==> src/rtl/rss_pkg.sv <==
// Shared types for the ramp start sequencer.
// Assumes: one state encoding is used by the sequencer FSM and the top.
package rss_pkg;
    typedef enum logic [2:0] {
        ST_IDLE     = 3'd0,
        ST_ON_DLY   = 3'd1,
        ST_ON_WAIT  = 3'd2,
        ST_RUN      = 3'd3,
        ST_OFF_DLY  = 3'd4,
        ST_OFF_WAIT = 3'd5
    } seq_state_t;
endpackage

==> src/rtl/rss_ms_timer.sv <==
// Millisecond counter: a prescaler divides clk by CLK_PER_MS and a
// saturating counter counts elapsed milliseconds since the last clear.
// Assumes: clear restarts both prescaler and counter on the same edge.
module rss_ms_timer #(
    parameter int CLK_PER_MS = 250000,
    parameter int CNT_W      = 10
) (
    input  logic             clk,
    input  logic             rst_n,
    input  logic             clear,
    output logic [CNT_W-1:0] ms_cnt
);
    localparam int PRE_W = (CLK_PER_MS > 1) ? $clog2(CLK_PER_MS) : 1;
    localparam logic [PRE_W-1:0] PRE_LAST = PRE_W'(CLK_PER_MS - 1);

    logic [PRE_W-1:0] pre_q;

    // Prescale clk to a millisecond tick and count ticks with saturation.
    always_ff @(posedge clk) begin
        if (!rst_n || clear) begin
            pre_q  <= '0;
            ms_cnt <= '0;
        end else if (pre_q == PRE_LAST) begin
            pre_q <= '0;
            if (ms_cnt != '1) begin
                ms_cnt <= ms_cnt + 1'b1;
            end
        end else begin
            pre_q <= pre_q + 1'b1;
        end
    end


    ms_mono_chk: assert property (@(posedge clk) disable iff (!rst_n)
        !clear |=> (ms_cnt >= $past(ms_cnt)));
endmodule

==> src/rtl/rss_seq_fsm.sv <==
// Phase sequencer: counts turn-on/turn-off delays, lets a reference emit
// the shared ramp flag, and fires ramp strobes one cycle after flag_in.
// Assumes: flag_in carries the OR of all phases' flag_out, so a reference
// sees its own pulse and ramps in the same cycle as the members.
module rss_seq_fsm
    import rss_pkg::*;
#(
    parameter int DLY_W = 8,
    parameter int CNT_W = 10
) (
    input  logic             clk,
    input  logic             rst_n,
    input  logic             en,
    input  logic             is_ref,
    input  logic [DLY_W-1:0] on_dly_ms,
    input  logic [DLY_W-1:0] off_dly_ms,
    input  logic             flag_in,
    input  logic [CNT_W-1:0] ms_cnt,
    output seq_state_t       state,
    output logic             timer_clr,
    output logic             flag_out,
    output logic             up_stb,
    output logic             dn_stb
);
    seq_state_t state_nxt;
    logic       flag_set;
    logic       up_set;
    logic       dn_set;
    logic       on_done;
    logic       off_done;

    assign on_done  = (ms_cnt >= CNT_W'(on_dly_ms));
    assign off_done = (ms_cnt >= CNT_W'(off_dly_ms));

    // Next-state and event decode; an enable drop before running wins.
    always_comb begin
        state_nxt = state;
        timer_clr = 1'b0;
        flag_set  = 1'b0;
        up_set    = 1'b0;
        dn_set    = 1'b0;
        case (state)
            ST_IDLE: begin
                if (en) begin
                    state_nxt = ST_ON_DLY;
                    timer_clr = 1'b1;
                end
            end
            ST_ON_DLY: begin
                if (!en) begin
                    state_nxt = ST_IDLE;
                end else if (on_done) begin
                    state_nxt = ST_ON_WAIT;
                    flag_set  = is_ref;
                end
            end
            ST_ON_WAIT: begin
                if (!en) begin
                    state_nxt = ST_IDLE;
                end else if (flag_in) begin
                    state_nxt = ST_RUN;
                    up_set    = 1'b1;
                end
            end
            ST_RUN: begin
                if (!en) begin
                    state_nxt = ST_OFF_DLY;
                    timer_clr = 1'b1;
                end
            end
            ST_OFF_DLY: begin
                if (off_done) begin
                    state_nxt = ST_OFF_WAIT;
                    flag_set  = is_ref;
                end
            end
            ST_OFF_WAIT: begin
                if (flag_in) begin
                    state_nxt = ST_IDLE;
                    dn_set    = 1'b1;
                end
            end
            default: state_nxt = ST_IDLE;
        endcase
    end

    // Register state and the single-cycle flag and strobe outputs.
    always_ff @(posedge clk) begin
        if (!rst_n) begin
            state    <= ST_IDLE;
            flag_out <= 1'b0;
            up_stb   <= 1'b0;
            dn_stb   <= 1'b0;
        end else begin
            state    <= state_nxt;
            flag_out <= flag_set;
            up_stb   <= up_set;
            dn_stb   <= dn_set;
        end
    end


    up_after_flag_chk: assert property (@(posedge clk) disable iff (!rst_n)
        up_stb |-> $past(flag_in));

    dn_after_flag_chk: assert property (@(posedge clk) disable iff (!rst_n)
        dn_stb |-> $past(flag_in));

    flag_from_ref_chk: assert property (@(posedge clk) disable iff (!rst_n)
        flag_out |-> $past(is_ref));

    abort_idle_chk: assert property (@(posedge clk) disable iff (!rst_n)
        (!en && (state == ST_ON_DLY || state == ST_ON_WAIT))
        |=> (!up_stb && !flag_out && state == ST_IDLE));

    pulse_excl_chk: assert property (@(posedge clk) disable iff (!rst_n)
        $onehot0({flag_out, up_stb, dn_stb}));

    flag_single_chk: assert property (@(posedge clk) disable iff (!rst_n)
        flag_out |=> !flag_out);

    up_single_chk: assert property (@(posedge clk) disable iff (!rst_n)
        up_stb |=> !up_stb);
endmodule

==> src/rtl/rss_sync_keeper.sv <==
// Sync output enable: held while enabled, kept for TIMEOUT_MS after enable
// falls, or held permanently when always-on is selected.
// Assumes: the millisecond timer is cleared for as long as en is high.
module rss_sync_keeper #(
    parameter int CLK_PER_MS = 250000,
    parameter int TIMEOUT_MS = 500,
    parameter int CNT_W      = 10
) (
    input  logic clk,
    input  logic rst_n,
    input  logic en,
    input  logic always_on,
    output logic sync_oe
);
    logic [CNT_W-1:0] ms_cnt;
    logic             armed_q;
    logic             expired;

    rss_ms_timer #(
        .CLK_PER_MS(CLK_PER_MS),
        .CNT_W     (CNT_W)
    ) u_hold_tmr (
        .clk   (clk),
        .rst_n (rst_n),
        .clear (en),
        .ms_cnt(ms_cnt)
    );

    assign expired = (ms_cnt >= CNT_W'(TIMEOUT_MS));

    // Arm on enable, disarm at timeout, register the output enable.
    always_ff @(posedge clk) begin
        if (!rst_n) begin
            armed_q <= 1'b0;
            sync_oe <= 1'b0;
        end else begin
            armed_q <= en | (armed_q & ~expired);
            sync_oe <= always_on | en | (armed_q & ~expired);
        end
    end


    always_on_chk: assert property (@(posedge clk) disable iff (!rst_n)
        ($past(rst_n) && $past(always_on)) |-> sync_oe);

    oe_with_en_chk: assert property (@(posedge clk) disable iff (!rst_n)
        ($past(rst_n) && $past(en)) |-> sync_oe);
endmodule

==> src/rtl/rss_cfg_check.sv <==
// Delay margin check for a reference phase: both its delays must exceed
// the largest member delays by at least MARGIN_MS.
// Assumes: peer delays are the maxima over the group's members.
module rss_cfg_check #(
    parameter int DLY_W     = 8,
    parameter int MARGIN_MS = 10
) (
    input  logic             clk,
    input  logic             rst_n,
    input  logic             is_ref,
    input  logic [DLY_W-1:0] on_dly_ms,
    input  logic [DLY_W-1:0] off_dly_ms,
    input  logic [DLY_W-1:0] peer_on_dly_ms,
    input  logic [DLY_W-1:0] peer_off_dly_ms,
    output logic             cfg_err
);
    localparam int SUM_W = DLY_W + $clog2(MARGIN_MS + 1) + 1;

    logic [SUM_W-1:0] on_need;
    logic [SUM_W-1:0] off_need;
    logic             short_on;
    logic             short_off;

    assign on_need   = SUM_W'(peer_on_dly_ms) + SUM_W'(MARGIN_MS);
    assign off_need  = SUM_W'(peer_off_dly_ms) + SUM_W'(MARGIN_MS);
    assign short_on  = (SUM_W'(on_dly_ms) < on_need);
    assign short_off = (SUM_W'(off_dly_ms) < off_need);

    // Register the error so it follows the configuration one cycle later.
    always_ff @(posedge clk) begin
        if (!rst_n) begin
            cfg_err <= 1'b0;
        end else begin
            cfg_err <= is_ref & (short_on | short_off);
        end
    end


    member_no_err_chk: assert property (@(posedge clk) disable iff (!rst_n)
        !$past(is_ref) |-> !cfg_err);
endmodule

==> src/rtl/ramp_sync_seq.sv <==
// Top of the per-phase ramp start sequencer: ties the delay timer, the
// sequencer FSM, the sync keeper, the margin check and minimum duty output.
// Assumes: flag_in is the wired-OR of every phase's flag_out in the group.
module ramp_sync_seq
    import rss_pkg::*;
#(
    parameter int CLK_PER_MS = 250000,
    parameter int DLY_W      = 8,
    parameter int PER_W      = 12,
    parameter int MARGIN_MS  = 10,
    parameter int SYNC_TO_MS = 500,
    parameter int DUTY_DIV   = 128
) (
    input  logic             clk,
    input  logic             rst_n,
    input  logic             en,
    input  logic             is_ref,
    input  logic [DLY_W-1:0] on_dly_ms,
    input  logic [DLY_W-1:0] off_dly_ms,
    input  logic [DLY_W-1:0] peer_on_dly_ms,
    input  logic [DLY_W-1:0] peer_off_dly_ms,
    input  logic             min_duty_cfg,
    input  logic [PER_W-1:0] sw_period,
    input  logic             sync_always_on,
    input  logic             flag_in,
    output logic             flag_out,
    output logic             ramp_up_stb,
    output logic             ramp_dn_stb,
    output logic             min_duty_en,
    output logic [PER_W-1:0] min_pw,
    output logic             sync_oe,
    output logic             cfg_err
);
    localparam int TO_W      = $clog2(SYNC_TO_MS + 1);
    localparam int CNT_W     = ((DLY_W > TO_W) ? DLY_W : TO_W) + 1;
    localparam int MIN_SHIFT = $clog2(DUTY_DIV);

    seq_state_t       state;
    logic             timer_clr;
    logic [CNT_W-1:0] dly_ms;
    logic             switching;

    rss_ms_timer #(
        .CLK_PER_MS(CLK_PER_MS),
        .CNT_W     (CNT_W)
    ) u_dly_tmr (
        .clk   (clk),
        .rst_n (rst_n),
        .clear (timer_clr),
        .ms_cnt(dly_ms)
    );

    rss_seq_fsm #(
        .DLY_W(DLY_W),
        .CNT_W(CNT_W)
    ) u_fsm (
        .clk       (clk),
        .rst_n     (rst_n),
        .en        (en),
        .is_ref    (is_ref),
        .on_dly_ms (on_dly_ms),
        .off_dly_ms(off_dly_ms),
        .flag_in   (flag_in),
        .ms_cnt    (dly_ms),
        .state     (state),
        .timer_clr (timer_clr),
        .flag_out  (flag_out),
        .up_stb    (ramp_up_stb),
        .dn_stb    (ramp_dn_stb)
    );

    rss_sync_keeper #(
        .CLK_PER_MS(CLK_PER_MS),
        .TIMEOUT_MS(SYNC_TO_MS),
        .CNT_W     (CNT_W)
    ) u_sync (
        .clk      (clk),
        .rst_n    (rst_n),
        .en       (en),
        .always_on(sync_always_on),
        .sync_oe  (sync_oe)
    );

    rss_cfg_check #(
        .DLY_W    (DLY_W),
        .MARGIN_MS(MARGIN_MS)
    ) u_cfg (
        .clk            (clk),
        .rst_n          (rst_n),
        .is_ref         (is_ref),
        .on_dly_ms      (on_dly_ms),
        .off_dly_ms     (off_dly_ms),
        .peer_on_dly_ms (peer_on_dly_ms),
        .peer_off_dly_ms(peer_off_dly_ms),
        .cfg_err        (cfg_err)
    );

    // Minimum duty is enforced while the phase is switching.
    assign switching   = (state == ST_RUN) || (state == ST_OFF_DLY) ||
                         (state == ST_OFF_WAIT);
    assign min_duty_en = min_duty_cfg & switching;
    assign min_pw      = min_duty_en ? (sw_period >> MIN_SHIFT) : '0;


    min_duty_start_chk: assert property (@(posedge clk) disable iff (!rst_n)
        $rose(min_duty_en) |-> ramp_up_stb);
endmodule

==> config.mk <==
export PLATFORM = sky130hd
export DESIGN_NAME = ramp_sync_seq
export DESIGN_NICKNAME = d
export VERILOG_FILES = /design/src/rtl/rss_pkg.sv /design/src/rtl/rss_ms_timer.sv /design/src/rtl/rss_seq_fsm.sv /design/src/rtl/rss_sync_keeper.sv /design/src/rtl/rss_cfg_check.sv /design/src/rtl/ramp_sync_seq.sv
export SDC_FILE = /design/constraint.sdc
export NUM_CORES = 1
export LEC_CHECK = 0
export ABC_AREA = 1
export BUFFER_PORTS_ARGS = -buffer_cell sky130_fd_sc_hd__buf_2
export CAP_MARGIN = 0
export CORE_AREA = 3 3 86 96
export CTS_BUF_LIST = sky130_fd_sc_hd__clkbuf_2 sky130_fd_sc_hd__clkbuf_4 sky130_fd_sc_hd__clkbuf_8
export CTS_CLUSTER_SIZE = 28
export DETAILED_ROUTE_END_ITERATION = 12
export DIE_AREA = 0 0 89 99
export PLACE_DENSITY = 0.88
export SETUP_SLACK_MARGIN = 0.2
export SYNTH_ARGS = -nofsm -noshare
export SYNTH_HDL_FRONTEND = slang
export SYNTH_HIERARCHICAL = 1
export SYNTH_SLANG_ARGS = --single-unit
==> constraint.sdc <==
create_clock -name clk -period 3.54 [get_ports clk]
set_input_delay 0.708 -clock clk [delete_from_list [all_inputs] [get_ports clk]]
set_output_delay 0.708 -clock clk [all_outputs]
set_load 0.01 [all_outputs]
==> impl_metrics.yaml <==
timing:
  fin_crit_sh_pct: 58.4
  setup_tns_ns: 0
  finalWorstPathRequiredPeriod_ns: 2.07
  finalMaxSlewViolations: 0
  rsz0062_at_grt: "false"
  hold_viol: 0
  max_freq_mhz: 484
  skew_ns: 0.0128
  setup_viol: 0
grt:
  grt_pass1_vias: 4284
  antenna_found_initial: 0
  grt_pass1_wl_um: 16700
  gr-total-overflow: 0
  grt.total_usage_pct: 23.0
  grt_max_degree: 18
synth:
  yosysMostFrequentCell: "nand2_1"
  ys_async_sr_fraction_pct: 0
  muxShareOfSynthArea_pct: 0
  syn_area_sq_um: 4780
  yosysUniqueCellTypes: 31
  ys_seq_area_share_pct: 27.2
  ys_ff_latch: 65
  synth_simple_gate_area_share_pct: 41.8
  synth-main-ff-cell: "dfxtp_1"
  synth_compound_area_share_pct: 4.74
  synth_cells: 747
  synth_top_area_share_pct: 27.2
  synth_xor_area_share_pct: 4.76
  yosys.area.top_type: "dfxtp_1"
  avgSynthCellArea_sq_um: 6.40
  synth.yosys.warnings: 6
  synth_fa_ha_area_share_pct: 9.42
  synth_top_family_by_area: "simple AND/OR/NAND/NOR gates"
  synth_area_leaders: "dfxtp_1 27%, nand2_1 16%, nor2_1 9.8%"
  synth_edf_count: 0
  synthTopCellsByCount: "201 x nand2_1, 125 x nor2_1, 115 x inv_1, 65 x dfxtp_1, 36 x ha_1"
pwr:
  p_total_w: 0.00173
  ir_worst_vdd_mv: 0.358
  p_leak_nw: 2.53
  powerDensity_nw_per_um2: 329
hold_path:
  hold_depth: 1
  hold_class: "reg2reg"
setup_path:
  worstSetupPathType: "in2reg"
  start_kind: "input pin"
  crit_required_ns: 3.83
  crit_path_max_fanout: 3
  crit_arrival_ns: 2.36
  r2r_cells: 8
  end_kind: "flop"
clock_tree:
  postCtsHoldBufs: 0
  cts_resized: 0
  cts_buffer_depth: 2
  cts_setup_buffers: 0
  tritoncts: "yes"
  h-tree-depth: 3
  clkTransAtPathRegs_ns: 0.08
  cts_buffers: 9
  clock-sinks: 65
  worstSkewPairLatency_ns: 0.35
  clock-root-buffer: "clkbuf_8"
run:
  drv_cap: 0
floorplanning:
  coreArea_sq_um: 7390
  row_count: 33
  die_w_um: 89
  floorplan.io_pins: 69
  die_h_um: 99
  initial_core_util_pct: 64.7
  die_area_sq_um: 8810
run_status:
  status: "finished, final reports clean"
cells_and_area:
  diodes: 0
  fin_nets: 894
  fillers: 594
  syn_to_final_growth_pct: 9.92
  final_layout_size_suffix_gt1_share_pct: 15.4
drt:
  viasPerCell: 5.11
  drt_wl_total_um: 9790
  drt_iter0_drc: 277
  wire_per_inst_um: 10.9
  drc: 0
  final_antenna_net_count: 0
  first_pass_iters: 5
  vias: 4591
placed_design:
  place.gp.congestion: 0.853
  portBuffers: 54
  dpl.hpwl_um: 7630
metrics by stage:
step           std cells  instance area [sq um]  util (%)  hold WS [ns]  setup slack, ns
5_1_grt              899                   5260      71.1         0.472             1.34
6_report             899                   5260      71.1         0.454             1.47
3_3_place_gp         883                   5090      68.8         0.426             1.21
3_5_place_dp         883                   5090      68.8         0.445             1.12
4_1_cts              899                   5260      71.1         0.456             1.49
2_1_floorplan        753                   4800         -         0.417             1.43
cell type report:
| type | count | area [sq um] | area share (%) |
|---|---|---|---|
| Multi-Input combinational cell | 553 | 2930 | 55.8 |
| Tap cell | 87 | 109 | 2.07 |
| Timing Repair Buffer | 56 | 285 | 5.43 |
| Clock inverter | 7 | 46.3 | 0.881 |
| Clock buffer | 9 | 124 | 2.36 |
| Sequential cell | 65 | 1300 | 24.8 |
| Inverter | 122 | 459 | 8.74 |
cell usage in the layout (no fill, tap or decap), types with 2 or more instances in the layout:
| cell | count |
|---|---|
| nand2_1 | 201 |
| nor2_1 | 125 |
| inv_1 | 115 |
| dfxtp_1 | 65 |
| buf_2 | 54 |
| ha_1 | 36 |
| nand3_1 | 32 |
| a21oi_1 | 22 |
| nand4_1 | 20 |
| xor2_1 | 18 |
| nor3_1 | 16 |
| o21ai_0 | 13 |
| nand2_2 | 12 |
| nor2_2 | 10 |
| clkbuf_8 | 9 |
| xnor2_1 | 8 |
| nor2_4 | 8 |
| conb_1 | 7 |
| nand3_2 | 5 |
| inv_2 | 5 |
| clkinv_2 | 4 |
| nand3b_1 | 4 |
| or2_2 | 4 |
| clkinvlp_4 | 3 |
| a21oi_2 | 2 |
| a21o_1 | 2 |
| nand3_4 | 2 |
| buf_4 | 2 |
| o21ai_1 | 2 |
| nand4_2 | 2 |
path summary, 6_finish.rpt:
| kind | to | slack, ns | start |
|---|---|---|---|
| max | u_cfg/cfg_err | 1.47 | peer_on_dly_ms[1] |
| min | u_dly_tmr/pre_q[0] | 0.45 | u_dly_tmr/pre_q[0] |
| max reg2reg | u_sync/u_hold_tmr/pre_q[17] | 1.81 | u_sync/u_hold_tmr/pre_q[0] |
| min reg2reg | u_dly_tmr/pre_q[0] | 0.45 | u_dly_tmr/pre_q[0] |
sequential cells by signal, indices dropped and copies added (netlist names):
name                      flops
u_sync/u_hold_tmr/pre_q      18
u_sync/armed_q                1
u_sync/u_hold_tmr/ms_cnt     10
u_dly_tmr/ms_cnt             10
u_dly_tmr/pre_q              18
u_sync/sync_oe                1
u_fsm/dn_stb                  1
u_fsm/up_stb                  1
u_cfg/cfg_err                 1
u_fsm/state                   3
u_fsm/flag_out                1
where the power goes:
part	internal [W]	switching [W]
registers	0.000759	0.0000294
clock network	0.000252	0.000306
logic	0.000146	0.000237
total	0.00116	0.000572
layer usage:
layer | track usage, % | vias to the layer above | wire length (um)
li1 | - | 2427 | -
met1 | 25.9 | 2049 | 4250
met2 | 41.5 | 105 | 4960
met3 | 5.94 | 10 | 477
met4 | 7.45 | 0 | 97
met5 | 0 | - | 0
cell families after synthesis:
group / after synthesis
flip-flops: 65
AND/OR/NAND/NOR: 442
other: 1
AO/OA/AOI/OAI: 42
adder cells (fa/ha/maj): 36
XOR/XNOR: 26
buffers and inverters: 135
critical path, cell delays in order:
cell and delay (ns):
buf_2 0.12, ha_1 0.21, o21ai_0 0.26, nand3b_1 0.17, xor2_1 0.18, ha_1 0.27
nand3b_1 0.11, nand2_1 0.07, nor2_1 0.10, nand2_1 0.06, a21oi_2 0.10
(Power assumes the default switching activity.)
